$ cat config.mk
export PLATFORM = sky130hd
export DESIGN_NAME = prefetch_burst_conv
export DESIGN_NICKNAME = d
export VERILOG_FILES = /design/src/rtl/pbc_pkg.sv /design/src/rtl/pbc_burst_seq.sv /design/src/rtl/pbc_rd_ser.sv /design/src/rtl/pbc_wr_des.sv /design/src/rtl/prefetch_burst_conv.sv
export SDC_FILE = /design/constraint.sdc
export NUM_CORES = 1
export LEC_CHECK = 0
export ABC_AREA = 1
export ABC_CLOCK_PERIOD_IN_PS = 3330
export BUFFER_PORTS_ARGS = -buffer_cell sky130_fd_sc_hd__buf_2
export CAP_MARGIN = 20
export CELL_PAD_IN_SITES_DETAIL_PLACEMENT = 1
export CELL_PAD_IN_SITES_GLOBAL_PLACEMENT = 2
export CORE_ASPECT_RATIO = 1.1
export CORE_MARGIN = 2
export CORE_UTILIZATION = 34
export CTS_CLUSTER_SIZE = 8
export DETAILED_ROUTE_END_ITERATION = 16
export PLACE_DENSITY_LB_ADDON = 0.1
export SETUP_SLACK_MARGIN = 0.2
export SYNTH_ARGS = -nofsm -noshare
export SYNTH_HDL_FRONTEND = slang
export SYNTH_HIERARCHICAL = 1
export SYNTH_SLANG_ARGS = --single-unit
$ cat constraint.sdc
create_clock -name clk2x -period 3.33 [get_ports clk2x]
set_input_delay 0.1665 -clock clk2x [delete_from_list [all_inputs] [get_ports clk2x]]
set_output_delay 0.1665 -clock clk2x [all_outputs]
set_load 0.05 [all_outputs]
$ cat src/rtl/pbc_pkg.sv
package pbc_pkg;

  typedef enum logic [1:0] {
    LEN4  = 2'd0,
    LEN8  = 2'd1,
    LEN16 = 2'd2,
    LENRS = 2'd3
  } len_code_e;

  // index of the final beat for a length code
  function automatic logic [3:0] last_beat(input logic [1:0] code);
    case (code)
      2'd0:    return 4'd3;
      2'd1:    return 4'd7;
      default: return 4'd15;
    endcase
  endfunction

endpackage

$ cat src/rtl/pbc_burst_seq.sv
module pbc_burst_seq #(
  parameter int COL_W = 10
) (
  input  logic             clk2x,
  input  logic             rst_n,
  input  logic             start_i,
  input  logic             wr_i,
  input  logic [1:0]       blen_i,
  input  logic             ilv_i,
  input  logic [COL_W-1:0] col_i,
  output logic             core_ph_o,
  output logic             busy_o,
  output logic             wr_mode_o,
  output logic [1:0]       lane_o,
  output logic [COL_W-1:0] beat_col_o
);
  import pbc_pkg::*;

  localparam int CNT_W = 4;

  logic             ph_q, ph_d;
  logic             act_q, act_d;
  logic             wr_q, wr_d;
  logic             ilv_q, ilv_d;
  logic [CNT_W-1:0] cnt_q, cnt_d;
  logic [CNT_W-1:0] lm_q, lm_d;
  logic [COL_W-1:0] col_q, col_d;
  logic             accept, upd_en;
  logic [COL_W-1:0] lm_c, cnt_c, seq_col, ilv_col;

  always_comb begin
    accept = start_i && !act_q && !ph_q && (blen_i != LENRS);
    upd_en = accept || act_q;
    ph_d   = ~ph_q;
    act_d  = act_q;
    cnt_d  = cnt_q;
    lm_d   = lm_q;
    col_d  = col_q;
    wr_d   = wr_q;
    ilv_d  = ilv_q;
    if (accept) begin
      act_d = 1'b1;
      cnt_d = '0;
      lm_d  = last_beat(blen_i);
      col_d = col_i;
      wr_d  = wr_i;
      ilv_d = ilv_i;
    end else if (act_q) begin
      cnt_d = cnt_q + 1'b1;
      if (cnt_q == lm_q) act_d = 1'b0;
    end
  end

  always_ff @(posedge clk2x or negedge rst_n) begin
    if (!rst_n) begin
      ph_q  <= 1'b0;
      act_q <= 1'b0;
      cnt_q <= '0;
      lm_q  <= '0;
      col_q <= '0;
      wr_q  <= 1'b0;
      ilv_q <= 1'b0;
    end else begin
      ph_q <= ph_d;
      if (upd_en) begin
        act_q <= act_d;
        cnt_q <= cnt_d;
        lm_q  <= lm_d;
        col_q <= col_d;
        wr_q  <= wr_d;
        ilv_q <= ilv_d;
      end
    end
  end

  always_comb begin
    lm_c    = COL_W'(lm_q);
    cnt_c   = COL_W'(cnt_q);
    seq_col = (col_q & ~lm_c) | ((col_q + cnt_c) & lm_c);
    ilv_col = col_q ^ cnt_c;
  end

  assign beat_col_o = ilv_q ? ilv_col : seq_col;
  assign core_ph_o  = ph_q;
  assign busy_o     = act_q;
  assign wr_mode_o  = wr_q;
  assign lane_o     = cnt_q[1:0];

endmodule

$ cat src/rtl/pbc_rd_ser.sv
module pbc_rd_ser #(
  parameter int N_W = 16
) (
  input  logic             clk2x,
  input  logic             rst_n,
  input  logic             en_i,
  input  logic             load_i,
  input  logic [4*N_W-1:0] word_i,
  output logic [N_W-1:0]   dq_o,
  output logic             vld_o
);
  localparam int REST_W = 3 * N_W;

  logic [REST_W-1:0] sh_q, sh_d;
  logic [N_W-1:0]    dq_q, dq_d;
  logic              vld_q, vld_d;

  always_comb begin
    sh_d  = sh_q;
    dq_d  = dq_q;
    vld_d = en_i;
    if (en_i && load_i) begin
      dq_d = word_i[N_W-1:0];
      sh_d = word_i[4*N_W-1:N_W];
    end else if (en_i) begin
      dq_d = sh_q[N_W-1:0];
      sh_d = {{N_W{1'b0}}, sh_q[REST_W-1:N_W]};
    end
  end

  always_ff @(posedge clk2x or negedge rst_n) begin
    if (!rst_n) begin
      sh_q  <= '0;
      dq_q  <= '0;
      vld_q <= 1'b0;
    end else begin
      vld_q <= vld_d;
      if (en_i) begin
        sh_q <= sh_d;
        dq_q <= dq_d;
      end
    end
  end

  assign dq_o  = dq_q;
  assign vld_o = vld_q;

endmodule

$ cat src/rtl/pbc_wr_des.sv
module pbc_wr_des #(
  parameter int N_W   = 16,
  parameter int COL_W = 10
) (
  input  logic               clk2x,
  input  logic               rst_n,
  input  logic               en_i,
  input  logic [1:0]         lane_i,
  input  logic [N_W-1:0]     dq_i,
  input  logic [N_W/8-1:0]   dm_i,
  input  logic [COL_W-1:0]   col_i,
  output logic               vld_o,
  output logic [4*N_W-1:0]   word_o,
  output logic [N_W/2-1:0]   be_o,
  output logic [COL_W-1:0]   col_o
);
  localparam int MB_W   = N_W / 8;
  localparam int WORD_W = 4 * N_W;
  localparam int BE_W   = 4 * MB_W;

  logic [3*N_W-1:0]  ad_q, ad_d;
  logic [3*MB_W-1:0] am_q, am_d;
  logic [COL_W-1:0]  gc_q, gc_d;
  logic              vld_q, vld_d;
  logic [WORD_W-1:0] word_q, word_d;
  logic [BE_W-1:0]   be_q, be_d;
  logic [COL_W-1:0]  oc_q, oc_d;
  logic              last_lane, out_en;
  int unsigned       li;

  always_comb begin
    li        = 32'(lane_i);
    last_lane = (lane_i == 2'd3);
    out_en    = en_i && last_lane;
    ad_d      = ad_q;
    am_d      = am_q;
    gc_d      = gc_q;
    word_d    = word_q;
    be_d      = be_q;
    oc_d      = oc_q;
    vld_d     = out_en;
    if (en_i && !last_lane) begin
      ad_d[li*N_W +: N_W]   = dq_i;
      am_d[li*MB_W +: MB_W] = dm_i;
    end
    if (en_i && lane_i == 2'd0) gc_d = col_i;
    if (out_en) begin
      word_d = {dq_i, ad_q};
      be_d   = ~{dm_i, am_q};
      oc_d   = gc_q;
    end
  end

  always_ff @(posedge clk2x or negedge rst_n) begin
    if (!rst_n) begin
      ad_q   <= '0;
      am_q   <= '0;
      gc_q   <= '0;
      vld_q  <= 1'b0;
      word_q <= '0;
      be_q   <= '0;
      oc_q   <= '0;
    end else begin
      vld_q <= vld_d;
      if (en_i) begin
        ad_q <= ad_d;
        am_q <= am_d;
        gc_q <= gc_d;
      end
      if (out_en) begin
        word_q <= word_d;
        be_q   <= be_d;
        oc_q   <= oc_d;
      end
    end
  end

  assign vld_o  = vld_q;
  assign word_o = word_q;
  assign be_o   = be_q;
  assign col_o  = oc_q;

endmodule

$ cat src/rtl/prefetch_burst_conv.sv
module prefetch_burst_conv #(
  parameter int N_W   = 16,
  parameter int COL_W = 10
) (
  input  logic               clk2x,
  input  logic               rst_n,
  input  logic               start_i,
  input  logic               wr_i,
  input  logic [1:0]         blen_i,
  input  logic               ilv_i,
  input  logic [COL_W-1:0]   col_i,
  output logic               core_ph_o,
  output logic               busy_o,
  output logic [COL_W-1:0]   beat_col_o,
  output logic               rd_req_o,
  input  logic [4*N_W-1:0]   rd_word_i,
  output logic [N_W-1:0]     dq_o,
  output logic               dq_vld_o,
  input  logic [N_W-1:0]     dq_i,
  input  logic [N_W/8-1:0]   dm_i,
  output logic               wr_vld_o,
  output logic [4*N_W-1:0]   wr_word_o,
  output logic [N_W/2-1:0]   wr_be_o,
  output logic [COL_W-1:0]   wr_col_o
);
  logic       wr_mode;
  logic [1:0] lane;
  logic       rd_en, wr_en;

  pbc_burst_seq #(.COL_W(COL_W)) u_seq (
    .clk2x     (clk2x),
    .rst_n     (rst_n),
    .start_i   (start_i),
    .wr_i      (wr_i),
    .blen_i    (blen_i),
    .ilv_i     (ilv_i),
    .col_i     (col_i),
    .core_ph_o (core_ph_o),
    .busy_o    (busy_o),
    .wr_mode_o (wr_mode),
    .lane_o    (lane),
    .beat_col_o(beat_col_o)
  );

  assign rd_en    = busy_o && !wr_mode;
  assign wr_en    = busy_o && wr_mode;
  assign rd_req_o = rd_en && (lane == 2'd0);

  pbc_rd_ser #(.N_W(N_W)) u_rd (
    .clk2x (clk2x),
    .rst_n (rst_n),
    .en_i  (rd_en),
    .load_i(lane == 2'd0),
    .word_i(rd_word_i),
    .dq_o  (dq_o),
    .vld_o (dq_vld_o)
  );

  pbc_wr_des #(.N_W(N_W), .COL_W(COL_W)) u_wr (
    .clk2x (clk2x),
    .rst_n (rst_n),
    .en_i  (wr_en),
    .lane_i(lane),
    .dq_i  (dq_i),
    .dm_i  (dm_i),
    .col_i (beat_col_o),
    .vld_o (wr_vld_o),
    .word_o(wr_word_o),
    .be_o  (wr_be_o),
    .col_o (wr_col_o)
  );

endmodule

==> out/metrics.cfg <==
[sta]
finClkSkew_ns=0.0141
min_period_ns=2.74
rsz0062_at_grt=no
finalSetupViolCount=0
slew-limit-headroom=0.390
final_max_slew_viol_count=0
finalHoldViolations=0
fmax_mhz=365
finalSetupTns_ns=0
min_period_over_period=0.823
worst_slew_pin_slew_ns=0.914

[run]
maxCapViolCount=0

[global_routing]
antenna_found_initial=2
grt_pass1_vias=8870
grt_overflow_total=0
track_usage=0.190
grt_max_degree=83
grt_pass1_wl_mm=47.7

[logic_synthesis]
synth_fp_nets=1366
netlist_instances=1257
yosys.area.top_type=dfrtp_1
ys_seq_area_frac=0.569
syn-cell-area_mm2=0.0103
synthTopCellsByArea=dfrtp_1 (57%), nand2_1 (21%), inv_1 (5.3%), nand3_1 (5.0%), o21ai_0 (3.0%)
synth.distinct_cells=25
ys_seq_elements=233
synth_top_area_share=0.569
yosys_warnings=6
syn_area_per_cell_um2=8.16

[finish]
area_growth_pct=29.9
final_cells=1918
drive_above_1_share=0.183
postLayoutCoreUtil=0.449
final_cell_area_mm2=0.0133
finalNetCount=1649

[placed_design]
dpl-instance-area_mm2=0.0115
io_buffers=211
gp_congestion=0.755
place_inst=1786
dp_hpwl_mm=19.3

[floorplan]
start_util=0.346
dieArea_mm2=0.0316
ios=212
rows=66
fp.dieW_um=170
dieHeight_um=186
core_area_mm2=0.0296

[clock_network]
cts_buffer_depth=3
cts_resized=0
cts.clk_slew.worst_paths_ns=0.05
cts_sinks=233
cts_made_buffers=35
cts_tree=built
cts_root_buf=clkbuf_16
cts_hold_buf=91
ctsHtreeMaxLevel=2
clock_latency_ns=0.50
cts_setup_buffers=0

[routing]
finalWirelength_mm=29.9
wl_per_cell_um=15.6
drt_iter0_drc=444
antenna_left=0
via_per_inst=4.55
drc=0
first_pass_iters=4
num_vias=8732

[hold_path]
hold_path_class=in2reg

[power_and_ir_drop]
peakVddDrop_mv=0.696
power_density_mw_per_mm2=1100
leakagePower_nw=7.52
p_total_mw=14.7

[setup_path]
worstSetupPathType=reg2out
cp.arrival_ns=2.57
worstSetupStartpointType=flop
required_ns=3.16
end_kind=primary output
path_max_fanout=12

[status]
status=completed

==> final timing paths <==
check,start,end,slack (ns),cells past startpoint
min in group asynchronous,rst_n,u_wr/word_o[30]$_DFFE_PN0P_,0.27,2
min reg2reg,u_seq/core_ph_o$_DFF_PN0_,u_seq/core_ph_o$_DFF_PN0_,0.44,1
max,u_seq/cnt_q[0]$_DFFE_PN0P_,beat_col_o[1],0.59,7
max reg2reg,u_seq/cnt_q[0]$_DFFE_PN0P_,u_wr/ad_q[30]$_DFFE_PN0P_,1.13,6
max in group asynchronous,rst_n,u_wr/word_o[7]$_DFFE_PN0P_,2.22,3
min,rd_word_i[47],u_rd/sh_q[31]$_DFFE_PN0P_,0.01,5
==> critical path, cell delays in order (launching register included) <==
cell	delay (ns)
dfrtp_1	0.57
ha_1	0.25
inv_1	0.06
fa_1	0.43
nand2_1	0.07
o21ai_0	0.08
o21ai_0	0.29
buf_2	0.33
==> metrics by stage <==
step / hold slack [ns] / setup slack, ns
CTS: 0.00159 / 0.589
detailed placement: 0.231 / 1.08
finish: 0.00989 / 0.591
floorplan: -0.129 / 0.649
global route: 0.00917 / 0.419
global placement: 0.237 / 1.16
==> cell families after synthesis <==
| kind of cell | synth area share |
|---|---|
| fa+ha+maj | 0.0129 |
| xor+xnor | 0.00256 |
| simple gates | 0.278 |
| flops | 0.569 |
| compound gates | 0.0376 |
| buf+inv | 0.0999 |
==> Yosys cell counts <==
master,number
a21oi_1,15
buf_12,1
buf_2,20
buf_4,18
buf_6,12
clkbuf_1,17
dfrtp_1,233
fa_1,1
ha_1,9
inv_1,146
inv_2,6
nand2_1,561
nand2_2,3
nand3_1,103
nand3_2,1
nand3b_1,1
nand4_1,1
nor2_1,35
nor2_2,5
nor2_4,1
nor3_1,2
o21ai_0,62
or2_2,1
xnor2_1,2
xor2_1,1
==> report_power, final <==
group	total, mW	internal [mW]	switching [mW]
clock network	3.12	1.91	1.22
logic	6.72	1.67	5.05
registers	4.85	4.11	0.742
total	14.7	7.69	7.01
==> final cells by class <==
| type | instances | area [µm²] |
|---|---|---|
| Antenna cell | 1 | 2.50 |
| Clock buffer | 37 | 905 |
| Sequential cell | 233 | 5830 |
| Clock inverter | 3 | 33.8 |
| Timing Repair Buffer | 314 | 2100 |
| Tap cell | 374 | 468 |
| Fill cell | 3597 | 16300 |
| Inverter | 152 | 571 |
| Multi-Input combinational cell | 804 | 3410 |
==> sequential cells by signal, indices dropped and copies added (netlist names) <==
register	cells
u_wr/col_o	10
u_rd/dq_o	16
u_seq/cnt_q	4
u_seq/col_q	10
u_wr/vld_o	1
u_wr/ad_q	48
u_wr/gc_q	10
u_wr/word_o	64
u_wr/be_o	8
u_rd/sh_q	48
u_seq/busy_o	1
u_rd/vld_o	1
u_wr/am_q	6
u_seq/core_ph_o	1
u_seq/ilv_q	1
u_seq/wr_mode_o	1
u_seq/lm_q	3
==> cell usage in the layout (no fill, tap or decap), types with 2 or more instances in the layout <==
master	instances
o21ai_0	62
dlygate4sd3_1	91
buf_2	210
nand2_2	3
inv_2	8
nor3_1	2
nand3_1	103
nor2_2	5
buf_4	9
inv_1	144
buf_12	3
xnor2_1	2
a21oi_1	15
nand2_1	560
ha_1	9
clkbuf_16	36
nor2_1	35
dfrtp_1	233
==> layer usage <==
metal / wire length (µm) / global-route usage / vias to the layer above / part of all wire
met3: 1350 / 0.0360 / 46 / 0.045
li1: - / - / 4347 / -
met5: 11 / 0 / - / 0.00037
met2: 13500 / 0.295 / 189 / 0.45
met1: 14500 / 0.274 / 4148 / 0.48
met4: 608 / 0.0526 / 2 / 0.020
(Power assumes the default switching activity.)
